**config.mk**
```make
export PLATFORM = sky130hd
export DESIGN_NAME = dot_serializer
export DESIGN_NICKNAME = d
export VERILOG_FILES = /design/src/rtl/dser_pkg.sv /design/src/rtl/dser_shifter.sv /design/src/rtl/dser_stretch.sv /design/src/rtl/dser_line_match.sv /design/src/rtl/dser_video_out.sv /design/src/rtl/dot_serializer.sv
export SDC_FILE = /design/constraint.sdc
export NUM_CORES = 1
export LEC_CHECK = 0
export ABC_AREA = 1
export CAP_MARGIN = 40
export CORE_AREA = 2 2 39 41
export DETAILED_ROUTE_END_ITERATION = 8
export DIE_AREA = 0 0 41 43
export GPL_TIMING_DRIVEN = 0
export PLACE_DENSITY = 0.75
export SLEW_MARGIN = 20
export SYNTH_ARGS = -nofsm -noshare
export SYNTH_HDL_FRONTEND = slang
export SYNTH_SLANG_ARGS = --single-unit
export TNS_END_PERCENT = 50
```
**constraint.sdc**
```tcl
create_clock -name clk -period 2.25 [get_ports clk]
set_input_delay 0.45 -clock clk [delete_from_list [all_inputs] [get_ports clk]]
set_output_delay 0.45 -clock clk [all_outputs]
set_load 0.005 [all_outputs]
```
**src/rtl/dser_pkg.sv**
```systemverilog
package dser_pkg;
  localparam int unsigned DEF_DOT_W   = 8;
  localparam int unsigned DEF_LINE_W  = 4;
  localparam int unsigned DEF_UL_LINE = 8;

  typedef enum logic [1:0] {
    SEL_DARK = 2'd0,
    SEL_LIT  = 2'd1,
    SEL_DOT  = 2'd2,
    SEL_HOLD = 2'd3
  } vsel_e;
endpackage

```
**src/rtl/dser_shifter.sv**
```systemverilog
module dser_shifter #(
  parameter int unsigned DOT_W = 8
) (
  input  logic             clk,
  input  logic             rst,
  input  logic             load_n,
  input  logic             inhibit,
  input  logic [DOT_W-1:0] dots,
  output logic             ser_out
);
  logic [DOT_W-1:0] sr_q;

  always_ff @(posedge clk) begin
    if (rst)          sr_q <= '0;
    else if (!load_n) sr_q <= dots;
    else if (!inhibit) sr_q <= {1'b0, sr_q[DOT_W-1:1]};
  end

  assign ser_out = sr_q[0];

  AST_LOAD_TAKES_WORD: assert property (@(posedge clk) disable iff (rst)
    !load_n |=> sr_q == $past(dots));
  AST_SHIFT_ZERO_FILL: assert property (@(posedge clk) disable iff (rst)
    (load_n && !inhibit) |=> sr_q == {1'b0, $past(sr_q[DOT_W-1:1])});
  AST_SHIFT_FROZEN: assert property (@(posedge clk) disable iff (rst)
    (load_n && inhibit) |=> $stable(sr_q));
endmodule

```
**src/rtl/dser_stretch.sv**
```systemverilog
module dser_stretch (
  input  logic clk,
  input  logic rst,
  input  logic clr,
  input  logic adv,
  input  logic ser_in,
  output logic cur_q,
  output logic prev_q
);
  always_ff @(posedge clk) begin
    if (rst || clr) begin
      cur_q  <= 1'b0;
      prev_q <= 1'b0;
    end else if (adv) begin
      cur_q  <= ser_in;
      prev_q <= cur_q;
    end
  end

  AST_BLANK_CLEARS_LATCH: assert property (@(posedge clk) disable iff (rst)
    clr |=> (!cur_q && !prev_q));
  AST_LATCH_HOLDS: assert property (@(posedge clk) disable iff (rst)
    (!clr && !adv) |=> ($stable(cur_q) && $stable(prev_q)));
endmodule

```
**src/rtl/dser_line_match.sv**
```systemverilog
module dser_line_match #(
  parameter int unsigned LINE_W  = 4,
  parameter int unsigned UL_LINE = 8
) (
  input  logic              underline,
  input  logic [LINE_W-1:0] scan_line,
  output logic              ul_hit
);
  localparam logic [LINE_W-1:0] UL_CODE = LINE_W'(UL_LINE);

  assign ul_hit = underline && (scan_line == UL_CODE);
endmodule

```
**src/rtl/dser_video_out.sv**
```systemverilog
module dser_video_out
  import dser_pkg::*;
(
  input  logic clk,
  input  logic rst,
  input  logic blank,
  input  logic ul_hit,
  input  logic adv,
  input  logic cur_dot,
  input  logic prev_dot,
  output logic video
);
  vsel_e sel;

  always_comb begin
    if (blank)       sel = SEL_DARK;
    else if (ul_hit) sel = SEL_LIT;
    else if (adv)    sel = SEL_DOT;
    else             sel = SEL_HOLD;
  end

  always_ff @(posedge clk) begin
    if (rst) video <= 1'b0;
    else begin
      case (sel)
        SEL_DARK: video <= 1'b0;
        SEL_LIT:  video <= 1'b1;
        SEL_DOT:  video <= cur_dot | prev_dot;
        default:  video <= video;
      endcase
    end
  end

  AST_BLANK_DARK: assert property (@(posedge clk) disable iff (rst)
    blank |=> !video);
  AST_UNDERLINE_LIT: assert property (@(posedge clk) disable iff (rst)
    (!blank && ul_hit) |=> video);
  AST_STRETCH_TAIL: assert property (@(posedge clk) disable iff (rst)
    (!blank && !ul_hit && adv && prev_dot) |=> video);
endmodule

```
**src/rtl/dot_serializer.sv**
```systemverilog
module dot_serializer
  import dser_pkg::*;
#(
  parameter int unsigned DOT_W   = DEF_DOT_W,
  parameter int unsigned LINE_W  = DEF_LINE_W,
  parameter int unsigned UL_LINE = DEF_UL_LINE
) (
  input  logic              clk,
  input  logic              rst,
  input  logic              load_n,
  input  logic              inhibit,
  input  logic [DOT_W-1:0]  dots,
  input  logic              underline,
  input  logic [LINE_W-1:0] scan_line,
  input  logic              blank,
  output logic              video
);
  logic ser_bit;
  logic cur_dot;
  logic prev_dot;
  logic ul_hit;
  logic adv;

  assign adv = !inhibit;

  dser_shifter #(.DOT_W(DOT_W)) u_shift (
    .clk(clk), .rst(rst), .load_n(load_n), .inhibit(inhibit),
    .dots(dots), .ser_out(ser_bit)
  );

  dser_stretch u_latch (
    .clk(clk), .rst(rst), .clr(blank), .adv(adv),
    .ser_in(ser_bit), .cur_q(cur_dot), .prev_q(prev_dot)
  );

  dser_line_match #(.LINE_W(LINE_W), .UL_LINE(UL_LINE)) u_match (
    .underline(underline), .scan_line(scan_line), .ul_hit(ul_hit)
  );

  dser_video_out u_out (
    .clk(clk), .rst(rst), .blank(blank), .ul_hit(ul_hit), .adv(adv),
    .cur_dot(cur_dot), .prev_dot(prev_dot), .video(video)
  );

  AST_RESET_DARK: assert property (@(posedge clk)
    rst |=> !video);
endmodule

```
==> metrics.yaml <==
status: "finished clean"
worstSetupStartpointType: "input port"
first_global_vias: 488
dieHeight_um: 43
setup_violations: 0
syn_avg_cell_area_sq_um: 6.81
cts_sinks: 11
rows: 14
grt_pass1_wl_mm: 1.84
detailed_place_hpwl_um: 885
switching_share_pct: 25.0
synth_compound_area_share_pct: 17.0
finalWirelength_mm: 1.10
ys_types: 14
first_pass_iters: 4
drt_iter0_drc: 12
pwr_density_cell_nw_per_um2: 536
p_clk_share_pct: 31.9
fp.dieW_um: 41
drive_gt1_share_pct: 7.69
final.setup.tns_ns: 0
worstSkewPairLatency_ns: 0.27
arrival_ns: 1.90
wl_per_cell_um: 9.15
min_delay_worst_endpoint: "u_shift.sr_q[7]"
vias_per_cell: 4.64
cts_setup_buffers: 0
portBuffers: 18
fmax_mhz: 573
core_area_sq_um: 1380
clk_pin_slew_worst_paths_ns: 0.08
synth_xor_area_share_pct: 0
seqPwrFrac_pct: 50.1
regToRegSetupSlack_ns: 1.48
cts_max_level: 1
slew_viol_final: 0
drc: 0
clock_skew_ns: 0.0125
power.leakage_nw: 0.361
tightest_slew_ns: 0.241
post-route-period-util_pct: 77.6
cts_hold_buf: 0
crit_type: "input port to flop"
yosysWarnings: 0
cts_buffer_depth: 2
synth_area_sq_um: 558
ant_nets: 0
grt_max_degree: 11
end_kind: "flop"
cap_violations: 0
area.growth.synth_to_final_pct: 40.8
synthAdderAreaFrac_pct: 6.73
gp_congestion: 0.683
rsz0062_at_grt: "false"
cts_tree: "built"
die_area_sq_um: 1760
min_path_type: "flop to flop"
hold_viol_final: 0
root_buffer: "clkbuf_4"
power_frac_comb_pct: 18.1
worstReg2RegEnd: "u_out.video"
rr_worst_depth: 4
syn_inst: 82
yosysSeqAreaShare_pct: 39.5
cts_buffers: 3
layout.nets: 126
ir_drop_v: 0.000368
track_usage_pct: 15.2
synth_nets: 103
slew_headroom_pct: 83.9
pin_count: 19
hold_slack_ns: 0.467
min_from: "u_shift.sr_q[7]"
ctsResizeCount: 0
p_sw_w: 0.000105
initial_utilization_pct: 40.3
overflow: 0
worstReg2RegStart: "u_latch.cur_q"
fill_cells: 148
synth_top_family_by_area: "simple AND/OR/NAND/NOR gates"
intPower_w: 0.000316
period_minus_slack_ns: 1.75
num_vias: 557
worst-path-max-fanout: 10
antenna_found_initial: 0
required_ns: 2.41
synth-seq-cells: 11
synthMuxAreaShare_pct: 0
whs_path_depth: 2
antenna_cells: 0
synth-simple-area-share_pct: 24.7
## sequential cells by signal, summed over array words and instances, names as in the netlist
signal          flops
u_shift.sr_q        8
u_latch.cur_q       1
u_latch.prev_q      1
u_out.video         1
## power groups by stage
stage	clock network [W]	registers (W)	logic [W]
CTS	0.000138	0.000211	0.0000772
global route	0.000150	0.000212	0.0000865
global placement	0	0.000215	0.0000755
floorplan	0	0.000214	0.0000362
finish	0.000134	0.000211	0.0000761
detailed placement	0	0.000216	0.0000768
## layer usage
layer / wire (um) / vias to the layer above / track usage [%]
li1: - / 303 / -
met3: 100 / 5 / 1.57
met1: 438 / 229 / 18.2
met5: 0 / - / 0
met2: 529 / 20 / 24.1
met4: 30 / 0 / 10.0
## layout by cell type (no fill, tap or decap), types with 2 or more instances in the layout
cell type / instances
inv_1: 11
clkbuf_4: 3
ha_1: 3
o21ai_0: 7
inv_2: 2
nand2_1: 29
a21oi_1: 9
clkdlybuf4s50_1: 18
nor2_1: 2
nand3_1: 3
dfxtp_1: 11
## how the worst max path moves through the flow
stage	start	end	slack (ns)	depth (start not counted)
after floorplan	scan_line[1]	u_out.video	0.84	9
after global placement	inhibit	u_out.video	0.21	10
after detailed placement	inhibit	u_out.video	0.21	10
after CTS	inhibit	u_out.video	0.49	10
after global routing	inhibit	u_out.video	0.35	10
final	inhibit	u_out.video	0.50	10
## Yosys cell counts
library cell | count | area share [%]
a211oi_1 | 1 | 1.3
a21oi_1 | 9 | 8.1
buf_4 | 1 | 1.3
buf_6 | 1 | 2.0
dfxtp_1 | 11 | 39
ha_1 | 3 | 6.7
inv_1 | 11 | 7.4
inv_2 | 2 | 1.3
nand2_1 | 29 | 20
nand3_1 | 3 | 2.7
nand4_1 | 1 | 1.1
nor2_1 | 2 | 1.3
o211ai_1 | 1 | 1.3
o21ai_0 | 7 | 6.3
## worst max-delay path, stage by stage
cell,delay [ns]
clkdlybuf4s50_1,0.52
inv_2,0.05
buf_6,0.13
a21oi_1,0.23
inv_1,0.08
ha_1,0.20
o21ai_0,0.06
nand2_1,0.07
nand2_1,0.05
a21oi_1,0.05
## area by class of cell
type                            instances  area [sq um]  share of cell area [%]
Buffer                                  2          18.8                    2.39
Clock buffer                            3          22.5                    2.87
Clock inverter                          1          5.00                   0.637
Inverter                               13          48.8                    6.21
Multi-Input combinational cell         56           270                    34.4
Sequential cell                        11           220                    28.0
Tap cell                               16          20.0                    2.55
Timing Repair Buffer                   18           180                    22.9
## per-stage QoR
step	instances	util [%]	total power, W	area, sq um	setup slack, ns
4_1_cts	120	56.8	0.000427	786	0.486
2_1_floorplan	82	-	0.000250	558	0.837
3_5_place_dp	116	54.8	0.000292	758	0.207
3_3_place_gp	116	54.8	0.000290	758	0.214
6_report	120	56.8	0.000421	786	0.504
5_1_grt	120	56.8	0.000448	786	0.353
## logic make-up after synthesis
logic type,Yosys count
AOI/OAI and AO/OA,18
adders and majority gates,3
buffers and inverters,15
DFF,11
and+or+nand+nor,35
Note: power is estimated with default switching activity, not from simulation.
